`src/rtl/afilt_pkg.sv`:
```
package afilt_pkg;

  localparam int ADDR_BYTES = 6;
  localparam int ADDR_W     = 8 * ADDR_BYTES;
  localparam int HASH_IDX_W = 6;
  localparam int HASH_W     = 1 << HASH_IDX_W;
  localparam int MODE_W     = 5;
  localparam logic [31:0] CRC_POLY_REFL = 32'hEDB8_8320;
  localparam logic [31:0] CRC_PRESET    = 32'hFFFF_FFFF;

  // bit 0 promiscuous ... bit 4 exact individual
  typedef struct packed {
    logic uc_exact;
    logic hash_or_exact;
    logic grp_hash;
    logic all_grp;
    logic promisc;
  } mode_t;

  // one byte into a reflected CRC-32, least significant bit first
  function automatic logic [31:0] crc32_byte(input logic [31:0] crc_in,
                                             input logic [7:0]  data);
    logic [31:0] r;
    r = crc_in;
    for (int i = 0; i < 8; i++) begin
      if (r[0] ^ data[i]) r = (r >> 1) ^ CRC_POLY_REFL;
      else                r = r >> 1;
    end
    return r;
  endfunction

  // index = top bits of bitreverse(~crc): index[5-k] = ~crc[k]
  function automatic logic [HASH_IDX_W-1:0] hash_index(input logic [HASH_IDX_W-1:0] crc_lo);
    logic [HASH_IDX_W-1:0] idx;
    for (int k = 0; k < HASH_IDX_W; k++) idx[HASH_IDX_W-1-k] = ~crc_lo[k];
    return idx;
  endfunction

endpackage

```
`src/rtl/afilt_capture.sv`:
```
module afilt_capture
  import afilt_pkg::*;
#(
  parameter int NBYTES = ADDR_BYTES
) (
  input  logic                  clk,
  input  logic                  rst_n,
  input  logic                  in_valid,
  input  logic                  in_start,
  input  logic [7:0]            in_byte,
  output logic [8*NBYTES-1:0]   addr_q,
  output logic [31:0]           crc_q,
  output logic                  done_q,
  output logic                  last_take
);
  localparam int CW = $clog2(NBYTES + 1);
  localparam logic [CW-1:0] FULL_C = CW'(NBYTES);
  localparam logic [CW-1:0] LAST_C = CW'(NBYTES - 1);

  logic [CW-1:0] cnt_q;
  logic          first_take;
  logic          more_take;

  assign first_take = in_valid & in_start;
  assign more_take  = in_valid & ~in_start & (cnt_q != '0) & (cnt_q < FULL_C);
  assign last_take  = (first_take && (NBYTES == 1)) || (more_take && (cnt_q == LAST_C));

  always_ff @(posedge clk or negedge rst_n) begin
    if (!rst_n) begin
      cnt_q  <= '0;
      crc_q  <= CRC_PRESET;
      addr_q <= '0;
      done_q <= 1'b0;
    end else begin
      done_q <= last_take;
      if (first_take) begin
        cnt_q        <= CW'(1);
        crc_q        <= crc32_byte(CRC_PRESET, in_byte);
        addr_q[7:0]  <= in_byte;
      end else if (more_take) begin
        cnt_q                         <= cnt_q + CW'(1);
        crc_q                         <= crc32_byte(crc_q, in_byte);
        addr_q[8*int'(cnt_q) +: 8]    <= in_byte;
      end
    end
  end

endmodule

```
`src/rtl/afilt_cfg.sv`:
```
module afilt_cfg
  import afilt_pkg::*;
#(
  parameter int NUM_PERF = 4,
  parameter int PIDX_W   = 2
) (
  input  logic                             clk,
  input  logic                             rst_n,
  input  logic                             mode_we,
  input  logic [MODE_W-1:0]                mode_wdata,
  input  logic                             hash_we,
  input  logic                             hash_hi_sel,
  input  logic [HASH_W/2-1:0]              hash_wdata,
  input  logic                             perf_we,
  input  logic [PIDX_W-1:0]                perf_idx,
  input  logic [ADDR_W:0]                  perf_wdata,
  output mode_t                            mode_q,
  output logic [HASH_W-1:0]                hash_q,
  output logic [NUM_PERF-1:0][ADDR_W-1:0]  ent_addr_q,
  output logic [NUM_PERF-1:0]              ent_en_q
);
  localparam int HALF = HASH_W / 2;

  always_ff @(posedge clk or negedge rst_n) begin
    if (!rst_n)       mode_q <= '0;
    else if (mode_we) mode_q <= mode_t'(mode_wdata);
  end

  always_ff @(posedge clk or negedge rst_n) begin
    if (!rst_n) begin
      hash_q <= '0;
    end else if (hash_we) begin
      if (hash_hi_sel) hash_q[HASH_W-1:HALF] <= hash_wdata;
      else             hash_q[HALF-1:0]      <= hash_wdata;
    end
  end

  for (genvar g = 0; g < NUM_PERF; g++) begin : g_ent
    logic sel;
    assign sel = perf_we && (perf_idx == PIDX_W'(g));
    always_ff @(posedge clk or negedge rst_n) begin
      if (!rst_n) begin
        ent_addr_q[g] <= '0;
        ent_en_q[g]   <= 1'b0;
      end else if (sel) begin
        ent_addr_q[g] <= perf_wdata[ADDR_W-1:0];
        ent_en_q[g]   <= perf_wdata[ADDR_W];
      end
    end
  end

endmodule

```
`src/rtl/afilt_perfect_bank.sv`:
```
module afilt_perfect_bank
  import afilt_pkg::*;
#(
  parameter int NUM_PERF = 4
) (
  input  logic [ADDR_W-1:0]                addr,
  input  logic [NUM_PERF-1:0][ADDR_W-1:0]  ent_addr,
  input  logic [NUM_PERF-1:0]              ent_en,
  output logic                             hit
);
  logic [NUM_PERF-1:0] hit_vec;

  for (genvar g = 0; g < NUM_PERF; g++) begin : g_cmp
    assign hit_vec[g] = ent_en[g] && (ent_addr[g] == addr);
  end

  assign hit = |hit_vec;

endmodule

```
`src/rtl/afilt_decide.sv`:
```
module afilt_decide
  import afilt_pkg::*;
(
  input  mode_t                  mode,
  input  logic [ADDR_W-1:0]      addr,
  input  logic [HASH_IDX_W-1:0]  crc_lo,
  input  logic [HASH_W-1:0]      hash_tbl,
  input  logic                   perf_hit,
  output logic                   accept,
  output logic                   is_bcast,
  output logic                   is_group,
  output logic                   hash_hit
);
  logic [HASH_IDX_W-1:0] idx;
  logic                  either_hit;
  logic                  grp_ok;
  logic                  ind_ok;

  assign idx        = hash_index(crc_lo);
  assign hash_hit   = hash_tbl[idx];
  assign is_bcast   = &addr;
  assign is_group   = addr[0];
  assign either_hit = hash_hit | perf_hit;

  assign grp_ok = mode.all_grp
                | (mode.grp_hash & hash_hit)
                | (mode.hash_or_exact & either_hit);
  assign ind_ok = (mode.uc_exact & perf_hit)
                | (mode.hash_or_exact & either_hit);

  assign accept = is_bcast | mode.promisc | (is_group ? grp_ok : ind_ok);

endmodule

```
`src/rtl/dst_addr_filter.sv`:
```
module dst_addr_filter
  import afilt_pkg::*;
#(
  parameter int NUM_PERF = 4,
  parameter int PIDX_W   = (NUM_PERF > 1) ? $clog2(NUM_PERF) : 1
) (
  input  logic              clk,
  input  logic              rst_n,
  input  logic              rx_valid,
  input  logic              rx_start,
  input  logic [7:0]        rx_byte,
  input  logic              mode_we,
  input  logic [4:0]        mode_wdata,
  input  logic              hash_we,
  input  logic              hash_hi_sel,
  input  logic [31:0]       hash_wdata,
  input  logic              perf_we,
  input  logic [PIDX_W-1:0] perf_idx,
  input  logic [48:0]       perf_wdata,
  output logic              dec_valid,
  output logic              dec_accept
);
  logic [ADDR_W-1:0]                addr_q;
  logic [31:0]                      crc_q;
  logic                             done_q;
  logic                             last_take;
  mode_t                            mode_q;
  logic [MODE_W-1:0]                mode_bits;
  logic [HASH_W-1:0]                hash_q;
  logic [NUM_PERF-1:0][ADDR_W-1:0]  ent_addr_q;
  logic [NUM_PERF-1:0]              ent_en_q;
  logic                             perf_hit;
  logic                             hash_hit;
  logic                             is_bcast;
  logic                             is_group;
  logic                             accept;

  afilt_capture #(.NBYTES(ADDR_BYTES)) u_cap (
    .clk       (clk),
    .rst_n     (rst_n),
    .in_valid  (rx_valid),
    .in_start  (rx_start),
    .in_byte   (rx_byte),
    .addr_q    (addr_q),
    .crc_q     (crc_q),
    .done_q    (done_q),
    .last_take (last_take)
  );

  afilt_cfg #(.NUM_PERF(NUM_PERF), .PIDX_W(PIDX_W)) u_cfg (
    .clk         (clk),
    .rst_n       (rst_n),
    .mode_we     (mode_we),
    .mode_wdata  (mode_wdata),
    .hash_we     (hash_we),
    .hash_hi_sel (hash_hi_sel),
    .hash_wdata  (hash_wdata),
    .perf_we     (perf_we),
    .perf_idx    (perf_idx),
    .perf_wdata  (perf_wdata),
    .mode_q      (mode_q),
    .hash_q      (hash_q),
    .ent_addr_q  (ent_addr_q),
    .ent_en_q    (ent_en_q)
  );

  afilt_perfect_bank #(.NUM_PERF(NUM_PERF)) u_bank (
    .addr     (addr_q),
    .ent_addr (ent_addr_q),
    .ent_en   (ent_en_q),
    .hit      (perf_hit)
  );

  afilt_decide u_dec (
    .mode     (mode_q),
    .addr     (addr_q),
    .crc_lo   (crc_q[HASH_IDX_W-1:0]),
    .hash_tbl (hash_q),
    .perf_hit (perf_hit),
    .accept   (accept),
    .is_bcast (is_bcast),
    .is_group (is_group),
    .hash_hit (hash_hit)
  );

  assign mode_bits  = mode_q;
  assign dec_valid  = done_q;
  assign dec_accept = done_q & accept;

endmodule

```
`config.mk`:
```
export PLATFORM = sky130hd
export DESIGN_NAME = dst_addr_filter
export DESIGN_NICKNAME = d
export VERILOG_FILES = /design/src/rtl/afilt_pkg.sv /design/src/rtl/afilt_capture.sv /design/src/rtl/afilt_cfg.sv /design/src/rtl/afilt_perfect_bank.sv /design/src/rtl/afilt_decide.sv /design/src/rtl/dst_addr_filter.sv
export SDC_FILE = /design/constraint.sdc
export NUM_CORES = 1
export LEC_CHECK = 0
export BUFFER_PORTS_ARGS = -buffer_cell sky130_fd_sc_hd__buf_4
export CAP_MARGIN = 20
export CORE_UTILIZATION = 61
export DETAILED_ROUTE_END_ITERATION = 6
export HOLD_SLACK_MARGIN = 0.06
export PLACE_DENSITY = 0.8
export SYNTH_ARGS = -nofsm -noshare
export SYNTH_HDL_FRONTEND = slang
export SYNTH_SLANG_ARGS = --single-unit
export TNS_END_PERCENT = 50
```
`constraint.sdc`:
```
create_clock -name clk -period 3 [get_ports clk]
set_clock_uncertainty 0.05 [all_clocks]
set_input_delay 0.3 -clock clk [delete_from_list [all_inputs] [get_ports clk]]
set_output_delay 0.3 -clock clk [all_outputs]
set_load 0.01 [all_outputs]
```
**Word level (Yosys, flattened, before mapping)**

Index checks and enable logic that the tools add are counted.

- Multiplexer cells: 47
- Equal/unequal tests: 8
- Multipliers: 0
- Order comparisons: 2
- Divide/modulo/power cells: 0
- Reduce and logical (&&, ||, !) cells: 17
- Shifts and indexed selects: 2
- Add/subtract/negate cells: 2
- Bitwise gates (word level): 53

Operators by type and width:

| kind | number |
|---|---|
| two-way mux 32 bit | 39 |
| NOT 13 -> 14 bit | 15 |
| equality test 48 bit | 4 |
| bitwise mux 48 bit | 1 |
| AND reduction 48 bit | 1 |
| variable shift 8 x 33 -> 48 bit (first input constant) | 1 |
| variable part select 8 x 33 -> 48 bit | 1 |
| negator 6 -> 33 bit | 1 |
| two-way mux 8 bit | 2 |
| bitwise XOR 1 bit | 15 |
| logical AND 1 bit | 9 |
| NOT 1 bit | 9 |
| bitwise AND 1 bit | 8 |
| < comparator 6 x 7 -> 1 bit (second input constant) | 1 |
| binary-select mux 1 bit (select 6 bit) | 1 |
| two-way mux 3 bit | 2 |
| OR 1 bit | 6 |
| AND reduction 2 bit | 3 |
| equality test 2 bit (second input constant) | 2 |
| OR reduction 4 bit | 1 |
| adder 3 x 1 -> 3 bit (second input constant) | 1 |
| equality test 3 bit (second input constant) | 1 |
| < comparator 3 bit (second input constant) | 1 |
| nonzero test 3 bit | 1 |
| other kinds (4) | 5 |

- ROM bits: 0
- Latch bits: 0
- Input port bits: 104
- Word-level logic and storage cells: 151
- Output and inout port bits: 2
- Memories: 0
- Memory bits (writable): 0
- Bits in registers: 349

**Longest topological paths before layout**

Gate-level depths: netlist of the first run.

- Depth after elaboration: 34
- Gate-level depth with buffers: 10
- Mapped depth without buffers: 9

**Hierarchy**

From an unflattened synthesis of the first run, not the netlist that was laid out.

- Cells, all modules: 1406
- Area total of the unflattened synthesis: 17752.0 um2

Modules (own cells, without submodules):

| module | instances | area each (um2) | cells each | seq. area each (um2) |
|---|---|---|---|---|
| afilt_cfg | 1 | 9801.9 | 563 | 6631.4 |
| afilt_capture | 1 | 4986.0 | 484 | 2142.1 |
| afilt_perfect_bank | 1 | 2188.3 | 288 | 0.0 |
| afilt_decide | 1 | 769.5 | 70 | 0.0 |
| dst_addr_filter | 1 | 6.3 | 1 | 0.0 |

**Least setup slack after synthesis of the first run**

No wires, ideal clock.

- Path type: reg2reg
- Start: reg u_cap.cnt_q[0]
- End: reg u_cap.addr_q[32]
- Buffers on the path: 0
- Stages on the path, launching flop included: 9
- Data required time: 2825 ps
- Library setup time: 125 ps
- Arrival time: 2393 ps
- Slack: 433 ps
- Period minus slack after synthesis: 2567 ps
- Path through: dfrtp_1 -> inv_1 -> ha_1 -> ha_1 -> nand3b_1 -> nor2_1 -> o2111ai_1 -> nor2_1 -> mux2_2

- Word-level cells in the longest chain between the ends: 4
- Elaborated cells on any way between the ends: 9
- Those cells by class: add/sub (1); order compare (1); shift (2); mux (1); bitwise (2); reduce/logical (2)

Ends and longest elaborated chain:

| what | RTL line | source |
|---|---|---|
| start: declaration | afilt_capture.sv:20 | `logic [CW-1:0] cnt_q;` |
| start signal: assignment | afilt_capture.sv:41 | `cnt_q <= cnt_q + CW'(1);` |
| branches (longest 4 deep; another with negator 6 -> 33 bit) | - |  |
| end signal: indexed assignment | afilt_capture.sv:43 | `addr_q[8*int'(cnt_q) +: 8] <= in_byte;` |
| end: declaration | afilt_capture.sv:11 | `output logic [8*NBYTES-1:0] addr_q,` |

Several ways; the timed one is not identified.
A chain may end at the register's enable or synchronous reset.

**Worst setup path in the final report of the first run**

- Start: reg u_cap.addr_q[46]
- End: out dec_accept

- Word-level cells in the longest chain between the ends: 9
- Elaborated cells on any way between the ends: 19
- Those cells by class: eq/ne (4); mux (1); bitwise (8); reduce/logical (6)

Ends and longest elaborated chain:

| what | RTL line | source |
|---|---|---|
| equality test 48 bit | afilt_perfect_bank.sv:14 | `assign hit_vec[g] = ent_en[g] && (ent_addr[g] == addr);` |
| logical AND 1 bit | afilt_perfect_bank.sv:14 |  |
| OR reduction 4 bit | afilt_perfect_bank.sv:17 | `assign hit = \|hit_vec;` |
| OR 1 bit | afilt_decide.sv:23 | `assign either_hit = hash_hit \| perf_hit;` |
| bitwise AND 1 bit | afilt_decide.sv:27, afilt_decide.sv:29 |  |
| OR 1 bit, on equally long branches | afilt_decide.sv:29, afilt_decide.sv:27 |  |
| two-way mux 1 bit | afilt_decide.sv:31 | `assign accept = is_bcast \| mode.promisc \| (is_group ? grp_ok : ind_ok);` |
| OR 1 bit * | afilt_decide.sv:31 |  |
| bitwise AND 1 bit * | dst_addr_filter.sv:88 | `assign dec_accept = done_q & accept;` |
| end: declaration | dst_addr_filter.sv:21 | `output logic dec_accept` |

Mark *: on every way between the ends. The rest lies on a longest branch, timed or not.

==> results.json, run 1 <==
{
  "outcome": "finished with violations",
  "violations": "negative setup slack",
  "clockBufferDepth": 3,
  "synth_top_cell_by_area": "dfrtp_1",
  "drt-initial-drc-count": 1110,
  "crit_path_max_incr_delay_ns": 0.47,
  "netlist_instances": 1455,
  "wl_mm": 50.1,
  "critPathLaunchType": "flop",
  "register_area_mm2": 0.00878,
  "yosys_register_bits": 349,
  "peakVddDrop_mv": 0.641,
  "cp_max_fo": 6,
  "fin_crit_sh_pct": 111,
  "met3_length_mm": 3.95,
  "port_buffers": 105,
  "whs_ns": 0.0866,
  "synth_top_family_by_area": "multiplexers",
  "multi_input_comb_area_mm2": 0.00834,
  "p_leak_nw": 8.96,
  "syn_area_mm2": 0.0175,
  "dpl.hpwl_mm": 34.2,
  "finalSetupTns_ns": -0.343,
  "rows": 61,
  "ff2ff_setup_slack_ns": 0.22,
  "cpMostUsedCell": "nand4_1",
  "synth-edff-count": 0,
  "rsz0062_at_grt": "yes",
  "via_per_inst": 6.13,
  "syn_nets": 1563,
  "finalCriticalPeriod_ns": 3.34,
  "drv_slew": 0,
  "avgSynthCellArea_um2": 12.1,
  "gp_congestion": 1.04,
  "die_w_um": 172,
  "synth-xor-area-share_pct": 15.4,
  "drc": 0,
  "synthAdderAreaFrac_pct": 0.285,
  "grt_pass1_wl_mm": 77.0,
  "finalNonFillerCells": 2038,
  "worst_path_max_delay_cell": "dfrtp_1",
  "fp.dieH_um": 172,
  "syn2layout_area_growth_pct": 20.6,
  "grt_overflow": 0,
  "routed-via-count": 12489,
  "end_kind": "output port",
  "placed_area_mm2": 0.0188,
  "setup_viol": 1,
  "core_mm2": 0.0280,
  "synth-compound-area-share_pct": 4.18,
  "dieArea_mm2": 0.0294,
  "ant_nets": 0,
  "antenna_found_initial": 0,
  "synthMuxAreaShare_pct": 20.1,
  "clkSinkCount": 349,
  "cp.arrival_ns": 2.99,
  "hold_violations": 0,
  "finish.net_count": 1744,
  "synthFlopType": "dfrtp_1",
  "layout-drive-gt1-share_pct": 34.4,
  "synth_cell_types": 53,
  "power_density_mw_per_mm2": 941,
  "hold_class": "in2reg",
  "met1Wirelength_mm": 21.7,
  "layout_common_cells": "dfrtp_1 (313), mux2_2 (290), xnor2_1 (150)",
  "grt_max_degree": 84,
  "htreeDepth": 2,
  "dr.pass1.iters": 5,
  "slew_headroom_pct": 43.9,
  "cts.clk_slew.worst_paths_ns": 0.06,
  "worst_slew_pin_slew_ns": 0.841,
  "worst_slack_ns": -0.343,
  "place_inst": 1874,
  "synthTopCellsByArea": "dfrtp_1 (45%), mux2_2 (19%), xnor2_1 (7.7%), xor2_1 (6.6%), dfstp_2 (4.8%)",
  "filler_cell_count": 1818,
  "cp.required_ns": 2.65,
  "path_class": "reg2out",
  "async_flop_share_pct": 100,
  "cts_tree": "yes",
  "power_mw": 19.9,
  "timing.fmax_ghz": 0.299,
  "yosys.area_share.simple_pct": 7.02,
  "top_layer_used": "met4",
  "wl_per_cell_um": 24.6,
  "yosysTopAreaCellShare_pct": 45.2,
  "max_cap_violations": 0,
  "wl_met2_mm": 23.1,
  "seq_area_frac_synth_pct": 50.0,
  "start_util_pct": 62.6,
  "cp_cell_sequence": "xnor2_1 -> nand4_1 -> nor4_1 -> nand4_1 -> o32a_1 -> a31o_2 -> a21boi_2 -> buf_4",
  "cts_root_buffer": "clkbuf_16",
  "final_common_cell": "dfrtp_1",
  "ioPinCount": 106,
  "cts_buffers": 39,
  "track_usage_pct": 35.4,
  "worstSkewPairLatency_ns": 0.54,
  "design_area_mm2": 0.0212,
  "grt_pass1_vias": 12712,
  "ys.warnings.count": 0
}
metal layers:
metal / vias up / global-route usage [%]
met3: 117 / 6.70
met2: 545 / 55.0
li1: 5396 / -
met1: 6431 / 50.7
met5: - / 0
met4: 0 / 10.6
through the flow:
| stage | util, % | worst slack [ns] |
|---|---|---|
| floorplan | - | 0.433 |
| global placement | 67.1 | -0.122 |
| detailed placement | 67.1 | -0.114 |
| CTS | 75.5 | -0.268 |
| global route | 75.5 | -0.400 |
| finish | 75.5 | -0.343 |
timing repair:
| item | 4_1_cts | 5_1_grt |
|---|---|---|
| setup buffers | 4 | 0 |
| hold endpoints to repair | 322 | 0 |
| hold buffers | 95 | 0 |
| pin swaps | 4 | 1 |
| resized for setup | 19 | 1 |
| setup endpoints to repair | 1 | 1 |
state kept, by name, summed over array words and instances, names as in the netlist:
signal,flops
u_cap.addr_q,48
u_cap.cnt_q,3
u_cap.crc_q,32
u_cap.done_q,1
u_cfg.ent_addr_q,192
u_cfg.ent_en_q,4
u_cfg.hash_q,64
u_cfg.mode_q,5
worst max-delay path, delay by kind of cell (launching register included):
| kind | cells | cell delay (ns) |
|---|---|---|
| compound gates | 3 | 0.85 |
| simple gates | 3 | 0.57 |
| flops | 1 | 0.47 |
| xor+xnor | 1 | 0.38 |
| buf+inv | 1 | 0.17 |
kinds of logic after synthesis:
kind of cell,after synthesis
flops,349
simple gates,247
compound gates,118
mux,306
fa+ha+maj,4
buf+inv,136
xor+xnor,295
cell usage after synthesis (all sizes together) (3+ instances only):
cell     number
nor4         36
xor2        133
nor2         37
o22ai         6
nand4        37
o2111ai       4
dfstp        32
inv          26
mux4          8
a2111oi       4
nand3b        4
mux2        290
mux2i         8
buf          33
xnor2       162
ha            4
nand2b        7
clkbuf       77
nand2        81
dfrtp       317
nor2b         9
nand3        18
a211oi        9
o31ai         3
a21oi        29
o21ai        39
o221ai        3
o211ai        3
nor3          9
a31oi         5
cell type report:
class,instances,share of cell area [%]
clock inverters,8,0.745
multi-input cells,970,39.4
diodes,1,0.0118
repair buffers,250,10.4
well taps,378,2.24
inverters,26,0.461
flip-flops and latches,349,41.5
clock buffers,56,5.25
where the power goes:
| part | internal (mW) | total, mW | leakage [nW] | switching (mW) |
|---|---|---|---|---|
| combinational | 3.76 | 7.78 | 4.23 | 4.02 |
| sequential | 5.99 | 7.34 | 4.12 | 1.35 |
| clock | 2.84 | 4.79 | 0.609 | 1.95 |
| total | 12.6 | 19.9 | 8.96 | 7.32 |
final timing paths:
path	from	end	cells after the start
max	u_cap.addr_q[46]$_DFFE_PN0P_	dec_accept	8
min	rx_byte[6]	u_cap.addr_q[6]$_DFFE_PN0P_	3
max reg2reg	u_cap.cnt_q[0]$_DFFE_PN0P_	u_cap.addr_q[15]$_DFFE_PN0P_	8
min reg2reg	u_cfg.hash_q[56]$_DFFE_PN0P_	u_cfg.hash_q[56]$_DFFE_PN0P_	1
max in group asynchronous	rst_n	u_cfg.ent_addr_q[114]$_DFFE_PN0P_	3
min in group asynchronous	rst_n	u_cfg.hash_q[18]$_DFFE_PN0P_	2
(Power assumes the default switching activity.)
==> run 2: changes to the inputs <==
--- a/config.mk
+++ b/config.mk
@@ -7,10 +7,13 @@
 export LEC_CHECK = 0
 export BUFFER_PORTS_ARGS = -buffer_cell sky130_fd_sc_hd__buf_4
 export CAP_MARGIN = 20
-export CORE_UTILIZATION = 61
+export CELL_PAD_IN_SITES_DETAIL_PLACEMENT = 1
+export CELL_PAD_IN_SITES_GLOBAL_PLACEMENT = 2
+export CORE_UTILIZATION = 42
 export DETAILED_ROUTE_END_ITERATION = 6
+export GPL_TIMING_DRIVEN = 1
 export HOLD_SLACK_MARGIN = 0.06
-export PLACE_DENSITY = 0.8
+export PLACE_DENSITY_LB_ADDON = 0.1
 export SYNTH_ARGS = -nofsm -noshare
 export SYNTH_HDL_FRONTEND = slang
 export SYNTH_SLANG_ARGS = --single-unit
==> constraint.sdc (replaced) <==
create_clock -name clk -period 3.3 [get_ports clk]
set_clock_uncertainty 0.05 [all_clocks]
set_input_delay 0.33 -clock clk [delete_from_list [all_inputs] [get_ports clk]]
set_output_delay 0.33 -clock clk [all_outputs]
set_load 0.01 [all_outputs]
==> run 2 against run 1 <==
The run ends with design-rule violations, negative setup slack left. Count of clock-buffer cells in the layout rose by 4. Sequential share of layout area down 0.62 points. Via count is 4.5% lower. Wire length is 10% higher. Utilization fell by 23 points. Final cell count rose by 8.0%. Sequential cell count did not move. Non-clock buffer count did not move. Critical path depth is 1 lower. Cell area rose by 1.5%. Hold slack better by 0.022 ns. First-iteration DRC count shrank 38%. Critical path type unchanged.
==> results.json, run 2 (synthesis gave the netlist of run 1 again) <==
{
  "outcome": "finished with violations",
  "violations": "design-rule violations, negative setup slack",
  "cp.required_ns": 2.92,
  "grt_overflow": 0,
  "start_util_pct": 42.8,
  "setup_viol": 1,
  "routed-via-count": 11933,
  "largest_register_ffs": 192,
  "worst_slew_pin_slew_ns": 0.867,
  "met1_usage_pct": 39.7,
  "rsz0062_at_grt": "yes",
  "p_leak_nw": 9.04,
  "core_mm2": 0.0410,
  "grt_pass1_vias": 12652,
  "hold_class": "in2reg",
  "worst_path_max_delay_cell": "dfrtp_1",
  "filler_cell_count": 4208,
  "rows": 74,
  "clockBufferDepth": 3,
  "power_density_mw_per_mm2": 866,
  "track_usage_pct": 26.9,
  "wl_per_cell_um": 25.0,
  "slew_headroom_pct": 42.2,
  "wl_mm": 55.1,
  "ioPinCount": 106,
  "syn2layout_area_growth_pct": 22.3,
  "htreeDepth": 2,
  "drc": 8,
  "num_antenna_cells": 0,
  "cts_buffers": 42,
  "die_w_um": 206,
  "cp_cell_sequence": "xor2_1 -> nor4_2 -> nand4_1 -> or4_1 -> a31o_2 -> a21boi_1 -> buf_4",
  "port_buffers": 105,
  "cp_top_family": "simple AND/OR/NAND/NOR gates",
  "fp.dieH_um": 206,
  "worst_slack_ns": -0.223,
  "hold_violations": 0,
  "cts.clk_slew.worst_paths_ns": 0.06,
  "cts_root_buffer": "clkbuf_16",
  "use_met2_pct": 40.9,
  "gp_congestion": 0.876,
  "grt_use_met3_pct": 4.01,
  "cp.arrival_ns": 3.14,
  "fin_crit_sh_pct": 107,
  "final_common_cell": "dfrtp_1",
  "grt_max_degree": 79,
  "dr.pass1.iters": 7,
  "end_kind": "output port",
  "clkSinkCount": 349,
  "drt-initial-drc-count": 691,
  "path_class": "reg2out",
  "timing.fmax_ghz": 0.284,
  "layout-drive-gt1-share_pct": 34.5,
  "cp_max_fo": 6,
  "largest-register": "u_cfg.ent_addr_q",
  "worstSkewPairLatency_ns": 0.58,
  "crit_buf_inv": 1,
  "dpl.hpwl_mm": 38.5,
  "crit_path_max_incr_delay_ns": 0.51,
  "drv_slew": 0,
  "dieArea_mm2": 0.0426,
  "fin_util_pct": 52.3,
  "cts_tree": "yes",
  "top_regs": "u_cfg.ent_addr_q x192, u_cfg.hash_q x64, u_cap.addr_q x48",
  "critPathLaunchType": "flop",
  "power_mw": 18.6,
  "ff2ff_setup_slack_ns": 0.50,
  "ant_nets": 0,
  "layout_common_cells": "dfrtp_1 (316), mux2_2 (290), xnor2_1 (153)",
  "finalCriticalPeriod_ns": 3.52,
  "busiest_layer": "met2",
  "finish.net_count": 1747,
  "antenna_found_initial": 1,
  "grt_pass1_wl_mm": 83.2,
  "via_per_inst": 5.42,
  "max_cap_violations": 0,
  "peakVddDrop_mv": 0.404
}
## run 2: cell types whose count changed in the layout (fill, tap and decap cells not counted), sizes merged
cell,before,now
bufinv,3,4
clkbuf,56,61
buf,155,154
diode,1,0
clkinvlp,2,1
clkinv,2,8
inv,27,28
## run 2: where the power goes
part,switching [mW],leakage (nW),internal [mW]
logic,3.74,4.22,3.42
clock network,1.88,0.693,2.86
registers,1.23,4.12,5.44
## run 2: path summary, 6_finish.rpt
check                                                   from                           endpoint  depth (start not counted)
worst max-delay path             u_cap.addr_q[1]$_DFFE_PN0P_                         dec_accept                          7
worst min register to register  u_cfg.hash_q[34]$_DFFE_PN0P_       u_cfg.hash_q[34]$_DFFE_PN0P_                          1
min in group asynchronous                              rst_n        u_cap.addr_q[4]$_DFFE_PN0P_                          2
worst max register to register    u_cap.cnt_q[0]$_DFFE_PN0P_        u_cap.addr_q[9]$_DFFE_PN0P_                          8
max in group asynchronous                              rst_n  u_cfg.ent_addr_q[178]$_DFFE_PN0P_                          3
worst min-delay path                              rx_byte[3]        u_cap.addr_q[3]$_DFFE_PN0P_                          3
## run 2: what timing repair did
action,CTS,global route
setup buffers,5,0
hold endpoints to repair,320,0
hold buffers,95,0
pin swaps,3,2
endpoints found under the setup margin,1,1
gates resized for setup,9,4
## run 2: layer usage
layer  wire [µm]  share of wire, %
met1       26600                48
met2       24900                45
met3        2440               4.4
met4        1170               2.1
met5          13             0.024
## run 2: per-stage QoR
| stage | hold WS (ns) | worst slack [ns] | std cells | cell area (µm²) | setup TNS (ns) |
|---|---|---|---|---|---|
| 2_1_floorplan | -0.0156 | 0.733 | 1455 | 17500 | 0 |
| 3_3_place_gp | 0.346 | 0.0711 | 2027 | 19000 | 0 |
| 3_5_place_dp | 0.353 | 0.0921 | 2027 | 19000 | 0 |
| 4_1_cts | 0.0750 | -0.223 | 2202 | 21400 | -0.223 |
| 5_1_grt | 0.109 | -0.330 | 2202 | 21500 | -0.330 |
| 6_report | 0.109 | -0.223 | 2202 | 21500 | -0.223 |
## run 2: tightest hold or removal path: cells and delay by family
kind | cells | cell delay (ns)
simple gates | 2 | 0.15
buf+inv | 1 | 0.20
## run 2: final cells by class
class / count / area, µm² / area share (%)
sequential: 349 / 8770 / 40.9
multi-input combinational: 970 / 8320 / 38.8
timing repair buffer: 250 / 2200 / 10.3
clock buffer: 60 / 1210 / 5.63
tap: 532 / 666 / 3.10
clock inverter: 15 / 196 / 0.915
inverter: 26 / 97.6 / 0.455
